File: src/rtl/strap_dec_pkg.sv
package strap_dec_pkg;
  localparam int unsigned STRAP_W = 16;
  localparam int unsigned CFG_W   = 8;
  localparam int unsigned ADDR_W  = 20;
  localparam int unsigned IO_W    = 16;
  localparam int unsigned N_TEST  = 3;

  localparam logic [ADDR_W-1:0] VMEM_LO  = 20'hA0000;
  localparam logic [ADDR_W-1:0] VMEM_HI  = 20'hBFFFF;
  localparam logic [ADDR_W-1:0] ROM_C    = 20'hC0000;
  localparam logic [ADDR_W-1:0] ROM_E    = 20'hE0000;
  localparam logic [IO_W-1:0]   IO_LO    = 16'h03B0;
  localparam logic [IO_W-1:0]   IO_HI    = 16'h03DF;
  localparam logic [IO_W-1:0]   EN_PORT0 = 16'h46E8;
  localparam logic [IO_W-1:0]   EN_PORT1 = 16'h03C3;
  localparam logic [IO_W-1:0]   IDX_PORT = 16'h03C4;
  localparam logic [IO_W-1:0]   DAT_PORT = 16'h03C5;
  localparam logic [CFG_W-1:0]  IDX_CFGA = 8'hCE;
  localparam logic [CFG_W-1:0]  IDX_CFGB = 8'hCF;

  typedef struct packed {
    logic addr_latch_mode;
    logic wide_bus;
    logic boot_off;
    logic port_sel;
    logic io16_off;
    logic rom_c_base;
    logic rom_move;
    logic rom_cs_on;
  } cfg_a_t;

  typedef struct packed {
    logic [3:0] disp;
    logic       spare;
    logic [2:0] test;
  } cfg_b_t;

  function automatic logic [2:0] test_code(input int unsigned k);
    case (k)
      0:       return 3'b110;
      1:       return 3'b101;
      default: return 3'b011;
    endcase
  endfunction
endpackage

File: src/rtl/strap_capture.sv
module strap_capture #(
  parameter int unsigned W = 16
) (
  input  logic         clk,
  input  logic         rst_n,
  input  logic [W-1:0] mad_i,
  output logic [W-1:0] straps_o,
  output logic         cap_o
);
  logic [W-1:0] st_q, st_d;
  logic         cap_q, cap_d;
  logic         load_en;

  always_comb begin
    load_en = !cap_q;
    cap_d   = 1'b1;
    st_d    = load_en ? mad_i : st_q;
  end

  always_ff @(posedge clk or negedge rst_n) begin
    if (!rst_n) begin
      cap_q <= 1'b0;
      st_q  <= '1;
    end else begin
      cap_q <= cap_d;
      st_q  <= st_d;
    end
  end

  assign straps_o = st_q;
  assign cap_o    = cap_q;
endmodule

File: src/rtl/addr_stage.sv
module addr_stage #(
  parameter int unsigned AW = 20
) (
  input  logic          clk,
  input  logic          rst_n,
  input  logic          latch_mode,
  input  logic          ale_i,
  input  logic [AW-1:0] addr_i,
  output logic [AW-1:0] eff_addr_o
);
  logic [AW-1:0] la_q, la_d;

  always_comb begin
    la_d = ale_i ? addr_i : la_q;
  end

  always_ff @(posedge clk or negedge rst_n) begin
    if (!rst_n) la_q <= '0;
    else        la_q <= la_d;
  end

  assign eff_addr_o = latch_mode ? la_q : addr_i;
endmodule

File: src/rtl/window_decode.sv
module window_decode
  import strap_dec_pkg::*;
#(
  parameter int unsigned AW = ADDR_W,
  parameter int unsigned IW = IO_W
) (
  input  logic          cap,
  input  logic          enable,
  input  logic          local_bus,
  input  logic          latch_mode,
  input  logic          wide_bus,
  input  logic          port_sel,
  input  logic          io16_off,
  input  logic          rom_c_base,
  input  logic          rom_move,
  input  logic          rom_cs_on,
  input  logic [AW-1:0] eff_addr,
  input  logic          memr_n,
  input  logic          memw_n,
  input  logic          ior_n,
  input  logic          iow_n,
  output logic          rom_cs_n,
  output logic          mem_sel,
  output logic          io_sel,
  output logic          mem16,
  output logic          io16,
  output logic          bus16,
  output logic          en_wr,
  output logic          idx_wr,
  output logic          idx_rd,
  output logic          dat_rd
);
  localparam int unsigned WIN_LSB = 16;

  logic [IW-1:0] io_addr;
  logic [IW-1:0] port_addr;
  logic [AW-1:0] rom_base;
  logic          rom_hit, vmem_hit, io_hit;
  logic          q_rom, q_mem, q_io;

  always_comb begin
    io_addr   = eff_addr[IW-1:0];
    port_addr = port_sel ? EN_PORT1 : EN_PORT0;
    rom_base  = (rom_move && !rom_c_base) ? ROM_E : ROM_C;
    rom_hit   = (eff_addr[AW-1:WIN_LSB] == rom_base[AW-1:WIN_LSB]);
    vmem_hit  = (eff_addr >= VMEM_LO) && (eff_addr <= VMEM_HI);
    io_hit    = (io_addr >= IO_LO) && (io_addr <= IO_HI);

    q_rom = latch_mode || !memr_n;
    q_mem = latch_mode || !memr_n || !memw_n;
    q_io  = latch_mode || !ior_n || !iow_n;

    rom_cs_n = !(cap && local_bus && rom_cs_on && rom_hit && q_rom);
    mem_sel  = cap && enable && vmem_hit && q_mem;
    io_sel   = cap && enable && io_hit && q_io;
    mem16    = mem_sel && wide_bus;
    io16     = io_sel && !io16_off;
    bus16    = cap && wide_bus;

    en_wr  = cap && !iow_n && (io_addr == port_addr);
    idx_wr = cap && enable && !iow_n && (io_addr == IDX_PORT);
    idx_rd = cap && enable && !ior_n && (io_addr == IDX_PORT);
    dat_rd = cap && enable && !ior_n && (io_addr == DAT_PORT);
  end
endmodule

File: src/rtl/ctrl_regs.sv
module ctrl_regs
  import strap_dec_pkg::*;
#(
  parameter int unsigned DW = CFG_W
) (
  input  logic          clk,
  input  logic          rst_n,
  input  logic          cap,
  input  logic          boot_off_raw,
  input  logic          en_wr,
  input  logic          idx_wr,
  input  logic          idx_rd,
  input  logic          dat_rd,
  input  logic [DW-1:0] din,
  input  logic [DW-1:0] cfg_a,
  input  logic [DW-1:0] cfg_b,
  output logic          enable_o,
  output logic          rd_en_o,
  output logic [DW-1:0] rd_data_o
);
  logic          en_q, en_d;
  logic [DW-1:0] idx_q, idx_d;
  logic [DW-1:0] dat_mux;

  always_comb begin
    en_d = en_q;
    if (!cap)       en_d = !boot_off_raw;
    else if (en_wr) en_d = din[0];
    idx_d = idx_wr ? din : idx_q;
  end

  always_ff @(posedge clk or negedge rst_n) begin
    if (!rst_n) begin
      en_q  <= 1'b0;
      idx_q <= '0;
    end else begin
      en_q  <= en_d;
      idx_q <= idx_d;
    end
  end

  always_comb begin
    if (idx_q == IDX_CFGB)      dat_mux = cfg_b;
    else if (idx_q == IDX_CFGA) dat_mux = cfg_a;
    else                        dat_mux = '0;
    rd_en_o = idx_rd || dat_rd;
    if (idx_rd)      rd_data_o = idx_q;
    else if (dat_rd) rd_data_o = dat_mux;
    else             rd_data_o = '0;
  end

  assign enable_o = en_q;
endmodule

File: src/rtl/strap_bus_decoder.sv
module strap_bus_decoder
  import strap_dec_pkg::*;
(
  input  logic              clk,
  input  logic              rst_n,
  input  logic [STRAP_W-1:0] mad_i,
  input  logic              local_bus_i,
  input  logic              ale_i,
  input  logic [ADDR_W-1:0] addr_i,
  input  logic              memr_n,
  input  logic              memw_n,
  input  logic              ior_n,
  input  logic              iow_n,
  input  logic [CFG_W-1:0]  din_i,
  output logic              rom_cs_n,
  output logic              mem_sel_o,
  output logic              io_sel_o,
  output logic              mem16_o,
  output logic              io16_o,
  output logic              bus16_o,
  output logic              rd_en_o,
  output logic [CFG_W-1:0]  rd_data_o,
  output logic              test_mclk_o,
  output logic              test_vclk_o,
  output logic              test_dac_o,
  output logic [3:0]        disp_type_o
);
  localparam int unsigned BOOT_BIT = 5;

  logic [STRAP_W-1:0] straps;
  logic               cap;
  logic               en_q_w;
  cfg_a_t             cfg_a;
  cfg_b_t             cfg_b;
  logic [ADDR_W-1:0]  eff_addr;
  logic               en_wr, idx_wr, idx_rd, dat_rd;
  logic [N_TEST-1:0]  test_hit;

  strap_capture #(.W(STRAP_W)) u_cap (
    .clk(clk), .rst_n(rst_n), .mad_i(mad_i), .straps_o(straps), .cap_o(cap)
  );

  assign cfg_a = cfg_a_t'(straps[CFG_W-1:0]);
  assign cfg_b = cfg_b_t'(straps[STRAP_W-1:CFG_W]);

  addr_stage #(.AW(ADDR_W)) u_addr (
    .clk(clk), .rst_n(rst_n), .latch_mode(cfg_a.addr_latch_mode),
    .ale_i(ale_i), .addr_i(addr_i), .eff_addr_o(eff_addr)
  );

  window_decode #(.AW(ADDR_W), .IW(IO_W)) u_dec (
    .cap(cap), .enable(en_q_w), .local_bus(local_bus_i),
    .latch_mode(cfg_a.addr_latch_mode), .wide_bus(cfg_a.wide_bus),
    .port_sel(cfg_a.port_sel), .io16_off(cfg_a.io16_off),
    .rom_c_base(cfg_a.rom_c_base), .rom_move(cfg_a.rom_move),
    .rom_cs_on(cfg_a.rom_cs_on), .eff_addr(eff_addr),
    .memr_n(memr_n), .memw_n(memw_n), .ior_n(ior_n), .iow_n(iow_n),
    .rom_cs_n(rom_cs_n), .mem_sel(mem_sel_o), .io_sel(io_sel_o),
    .mem16(mem16_o), .io16(io16_o), .bus16(bus16_o),
    .en_wr(en_wr), .idx_wr(idx_wr), .idx_rd(idx_rd), .dat_rd(dat_rd)
  );

  ctrl_regs #(.DW(CFG_W)) u_regs (
    .clk(clk), .rst_n(rst_n), .cap(cap), .boot_off_raw(mad_i[BOOT_BIT]),
    .en_wr(en_wr), .idx_wr(idx_wr), .idx_rd(idx_rd), .dat_rd(dat_rd),
    .din(din_i), .cfg_a(straps[CFG_W-1:0]), .cfg_b(straps[STRAP_W-1:CFG_W]),
    .enable_o(en_q_w), .rd_en_o(rd_en_o), .rd_data_o(rd_data_o)
  );

  for (genvar g = 0; g < N_TEST; g++) begin : g_test
    assign test_hit[g] = cap && (cfg_b.test == test_code(g));
  end

  assign test_mclk_o = test_hit[0];
  assign test_vclk_o = test_hit[1];
  assign test_dac_o  = test_hit[2];
  assign disp_type_o = cap ? cfg_b.disp : 4'h0;
endmodule

File: config.mk
export PLATFORM = sky130hd
export DESIGN_NAME = strap_bus_decoder
export DESIGN_NICKNAME = d
export VERILOG_FILES = /design/src/rtl/strap_dec_pkg.sv /design/src/rtl/strap_capture.sv /design/src/rtl/addr_stage.sv /design/src/rtl/window_decode.sv /design/src/rtl/ctrl_regs.sv /design/src/rtl/strap_bus_decoder.sv
export SDC_FILE = /design/constraint.sdc
export NUM_CORES = 1
export LEC_CHECK = 0
export ABC_AREA = 0
export ABC_CLOCK_PERIOD_IN_PS = 3200
export BUFFER_PORTS_ARGS = -buffer_cell sky130_fd_sc_hd__buf_2
export CORE_MARGIN = 2
export CORE_UTILIZATION = 45
export DETAILED_ROUTE_END_ITERATION = 10
export HOLD_SLACK_MARGIN = 0.15
export PLACE_DENSITY = 0.71
export SLEW_MARGIN = 20
export SYNTH_ARGS = -nofsm -noshare
export SYNTH_HDL_FRONTEND = slang
export SYNTH_SLANG_ARGS = --single-unit
export TNS_END_PERCENT = 10
File: constraint.sdc
create_clock -name clk -period 3.2 [get_ports clk]
set_clock_uncertainty 0.15 [all_clocks]
set_input_delay 0.64 -clock clk [delete_from_list [all_inputs] [get_ports clk]]
set_output_delay 0.64 -clock clk [all_outputs]
set_load 0.02 [all_outputs]
# == After elaboration in Yosys (flattened, before gate mapping) ==
# Index checks and enable logic that the tools add are counted.
# op_classes
n_mux,10
reduce_logical,38
order_cmp,4
n_eq_ne,10
# ops
operator,count
$eq 16x10->1 const B,2
$mux 8,4
$logic_and 1x1->1,25
$ge 20x20->1 const B,1
$le 20x20->1 const B,1
$mux 20,1
$mux 18,1
$eq 16x16->1,1
$eq 8x8->1 const B,2
$ge 16x10->1 const B,1
$le 16x10->1 const B,1
$mux 15,1
$logic_not 1->1,8
$eq 3x3->1 const B,2
$logic_or 1x1->1,5
$eq 4x4->1,1
$mux 4,1
$eq 3x2->1 const B,1
$mux 1,2
$ne 2x2->1 const B,1
# word_totals
word_cells,67
inputBits,52
ff_bits,46
output_inout_bits,22

# == Logic depth before layout (Yosys ltp) ==
# depth
word_depth,7
ltp_mapped,7
ltp_nobuf,5

# == Cells and area by module ==
# A second synthesis with hierarchy kept.
# unflattened
cells_unflattened,195
area_unflattened_um2,2746.4
# by_module_without_submodules
module,seq_area_each_um2,instances,area_each_um2,cells_each
addr_stage,500.5,1,1146.1,64
strap_capture,445.4,1,698.2,36
ctrl_regs,225.2,1,553.0,51
window_decode,0.0,1,289.0,37
strap_bus_decoder,0.0,1,60.1,7

# == Worst setup path after synthesis ==
# OpenSTA, ideal clock, no wires.
# synth_path
path_type,input to output
startpoint,input port addr_i[6]
endpoint,output port io16_o
required_time_ns,2.410
path_slack_ns,0.303
n_path_buf,0
cell_stages,5
arrival_ns,2.107
cell_sequence,mux2i_1 or4b_2 nand2_1 and3_1 nor2b_1
# synth_between
elab_chain_cells,6
elab_cells_between_ends,7
cone_classes,order compare (2); mux (1); reduce/logical (4)
# synth_lines
element,line,rtl
"start, declared",strap_bus_decoder.sv:9,"input logic [ADDR_W-1:0] addr_i,"
$mux 20 (*),addr_stage.sv:22,assign eff_addr_o = latch_mode ? la_q : addr_i;
$ge 16x10->1 / $le 16x10->1 (equally long branches),window_decode.sv:47,io_hit = (io_addr >= IO_LO) && (io_addr <= IO_HI);
$logic_and 1x1->1 (*),window_decode.sv:47,
$logic_and 1x1->1 (*) (2 in a row),window_decode.sv:55,io_sel = cap && enable && io_hit && q_io;
net io_sel_o,strap_bus_decoder.sv:17,"output logic io_sel_o,"
$logic_and 1x1->1 (*),window_decode.sv:57,io16 = io_sel && !io16_off;
"end, declared",strap_bus_decoder.sv:19,"output logic io16_o,"
# The timed path passes the listed nets; every way through them passes the cells marked *.

# == Final worst setup path ==
# layout_path
startpoint,register u_cap.st_q[7] (netlist: u_cap.straps_o[7])
endpoint,output port io16_o
# layout_between
elab_chain_cells,6
elab_cells_between_ends,9
cone_classes,order compare (2); mux (1); reduce/logical (6)
# layout_lines
element,line,rtl
"start, declared",strap_capture.sv:10,"logic [W-1:0] st_q, st_d;"
"start signal, assigned",strap_capture.sv:26,st_q <= st_d;
$mux 20,addr_stage.sv:22,
$ge 16x10->1 / $le 16x10->1 (equally long branches),window_decode.sv:47,
$logic_and 1x1->1,window_decode.sv:47,
$logic_and 1x1->1,window_decode.sv:55,
$logic_and 1x1->1 (*),window_decode.sv:55,
$logic_and 1x1->1 (*),window_decode.sv:57,
# Mark *: on every way between the ends. The rest lies on a longest branch, timed or not.

==> impl_metrics.py <==
metrics = {
    "status": {
        "status": "finished clean",
    },
    "synthesis": {
        "synth_common_cells": "40 x mux2_2, 30 x dfrtp_1, 16 x dfstp_2",
        "synth_top_cell_by_area": "dfrtp_1",
        "synth-seq-cells": 46,
        "synth-edff-count": 0,
        "syn_area_per_cell_sq_um": 10.95,
        "yosysWarningCount": 0,
        "synthTopCellsByArea": "dfrtp_1 31%, mux2_2 18%, dfstp_2 17%, a22oi_1 2.8%, nand2_1 2.3%",
        "synth_nets": 275,
        "synth-async-reset-ratio_pct": 100.0,
        "yosysSeqAreaShare_pct": 47.98,
        "synth_top_area_share_pct": 30.75,
        "synth-main-ff-cell": "dfrtp_1",
        "syn_inst": 223,
        "syn_area_sq_mm": 0.002441,
        "yosysMostFrequentCell": "mux2_2",
        "synth.distinct_cells": 44,
    },
    "power": {
        "power.total_mw": 1.277,
        "leakage_nw": 1.444,
        "ir_drop_mv": 0.2526,
        "powerDensity_mw_per_mm2": 409.2,
    },
    "setup_path": {
        "critPathLaunchType": "flop",
        "crit_path_start": "u_cap.straps_o[7]",
        "r2r-start": "u_cap.straps_o[7]",
        "reg2reg_to": "u_regs.idx_q[4]",
        "required_ns": 2.41,
        "crit_end": "io16_o",
        "endpoint_kind": "output pin",
        "r2r_cells": 7,
        "critPathKind": "reg2out",
        "critPathArrivalTime_ns": 2.36,
        "rrSetupSlack_ns": 0.71,
        "path_max_fanout": 6,
    },
    "place": {
        "placed_cells": 358,
        "io_buffers": 73,
        "gp_congestion": 0.8727,
        "post_dp_cell_area_sq_mm": 0.002867,
        "hpwl_mm": 4.164,
    },
    "global_route": {
        "grt_pass1_wl_mm": 9.597,
        "grt.overflow.total": 0,
        "grt_max_degree": 47,
        "gr-usage-all-layers_pct": 20.28,
        "antenna_found_initial": 0,
        "grt_pass1_vias": 2040,
    },
    "cts": {
        "clk_path_buf_depth": 2,
        "cts_buffers": 5,
        "clk_latency_ns": 0.30,
        "cts_tree": "yes",
        "cts_max_level": 2,
        "clk_pin_slew_worst_paths_ns": 0.08,
        "cts.sinks": 46,
        "clock_tree.root_cell": "clkbuf_8",
    },
    "route": {
        "drc": 0,
        "avgRoutedWirePerCell_um": 15.34,
        "dr.pass1.iters": 4,
        "viasPerCell": 5.362,
        "drt_iter0_drc": 78,
        "ant_nets": 0,
        "via_count": 2016,
        "finalWirelength_mm": 5.768,
    },
    "cells_and_area": {
        "drive_gt1_share_pct": 52.61,
        "fin_nets": 357,
        "antenna_cells": 0,
        "final-seq-area_sq_mm": 0.001175,
        "layout.cells.non_filler": 376,
        "area_growth_pct": 27.83,
        "fillerInstances": 440,
        "multi_input_area_sq_mm": 0.001262,
        "finalInstanceArea_sq_mm": 0.003120,
    },
    "sta": {
        "setup_viol": 0,
        "min_period_ns": 3.146,
        "hold_viol_final": 0,
        "tns_ns": 0,
        "max_freq_ghz": 0.3179,
        "drv_slew": 0,
        "relSlewSlack_pct": 61.92,
        "finalCritPeriodShare_pct": 98.31,
        "worst_pin_slew_ns": 0.5712,
        "rsz0062_at_grt": "true",
    },
    "floorplanning": {
        "die-height_um": 77.65,
        "io_pins": 74,
        "die_w_um": 77.65,
        "placementRows": 26,
        "core_area_sq_mm": 0.005172,
        "die-area_sq_mm": 0.006030,
        "initial_core_util_pct": 47.19,
    },
    "min_path": {
        "hp-class": "reg2reg",
    },
    "flow_run": {
        "cap_violations": 0,
    },
}
==> registers in the layout, summed over array words and instances (netlist names) <==
signal / count
u_addr.la_q: 20
u_cap.cap_o: 1
u_cap.straps_o: 16
u_regs.enable_o: 1
u_regs.idx_q: 8
==> final cells by class <==
cell class / instances / area share [%]
clock buffers: 7 / 2.767
clock inverters: 1 / 0.1604
inverters: 8 / 0.9623
multi-input cells: 159 / 40.46
flip-flops and latches: 46 / 37.65
well taps: 70 / 2.807
repair buffers: 85 / 15.20
==> power breakdown <==
group / internal (mW) / total [mW] / switching, mW / leakage, nW
registers: 0.643 / 0.678 / 0.0354 / 0.539
logic: 0.115 / 0.234 / 0.119 / 0.857
clock network: 0.174 / 0.365 / 0.191 / 0.0482
total: 0.932 / 1.28 / 0.345 / 1.44
==> worst min-delay path by stage <==
| stage | startpoint | end | slack, ns | cells past startpoint |
|---|---|---|---|---|
| after floorplan | rst_n | u_addr.la_q[0] | 0.19 | 0 |
| after global placement | u_cap.straps_o[5] | u_cap.straps_o[5] | 0.31 | 2 |
| after detailed placement | u_cap.straps_o[5] | u_cap.straps_o[5] | 0.31 | 2 |
| after CTS | u_cap.straps_o[5] | u_cap.straps_o[5] | 0.32 | 2 |
| after global routing | u_cap.straps_o[5] | u_cap.straps_o[5] | 0.34 | 2 |
| final | u_cap.straps_o[5] | u_cap.straps_o[5] | 0.33 | 2 |
==> stage by stage <==
| step | util (%) | hold WS [ns] | setup slack, ns |
|---|---|---|---|
| after global routing | 60.33 | 0.3399 | -0.05894 |
| after floorplan | - | 0.1944 | 0.3033 |
| after detailed placement | 55.42 | 0.3093 | 0.03752 |
| after global placement | 55.42 | 0.3087 | 0.1651 |
| after CTS | 58.06 | 0.3233 | -0.02682 |
| final | 60.33 | 0.3256 | 0.05409 |
==> routing by layer <==
metal	part of all wire [%]	routed length, um	global-route usage (%)
met3	4.9	283	4.419
met1	45	2578	25.95
met5	0	0	0
met2	48	2771	33.36
met4	2.3	134	8.214
==> cells by family after synthesis <==
| group | Yosys count | share of synthesized area, % |
|---|---|---|
| buffers and inverters | 18 | 2.973 |
| XOR/XNOR | 1 | 0.3589 |
| flip-flops | 46 | 47.98 |
| other | 1 | 0.1536 |
| AND/OR/NAND/NOR | 76 | 18.61 |
| AO/OA/AOI/OAI | 38 | 10.25 |
| multiplexers | 43 | 19.68 |
==> timing repair <==
item	CTS	global route
cloned	0	0
endpoints found under the setup margin	11	9
pin swaps	1	2
resized for setup	6	9
endpoints found under the hold margin	0	11
hold buffers	0	1
setup buffers	3	5
==> worst max-delay path: stages (launching register included) <==
cell,delay [ns]
dfstp_4,0.67
mux2i_2,0.25
or4b_2,0.60
nand2_1,0.09
and3_4,0.19
nor2b_4,0.13
buf_6,0.12
==> cells in the final DEF (no fill, tap or decap), drive strengths merged, types with 4 or more instances in the layout <==
master	Yosys	final
a21o	5	5
a21oi	5	5
a22oi	9	9
a32oi	4	4
and2	6	6
buf	3	83
clkbuf	7	8
dfrtp	30	30
dfstp	16	16
inv	7	7
mux2	40	40
nand2	15	15
nand2b	4	4
nand3	4	4
nor2	15	15
nor2b	6	6
nor3	5	5
o21ai	11	11
(Power assumes the default switching activity.)
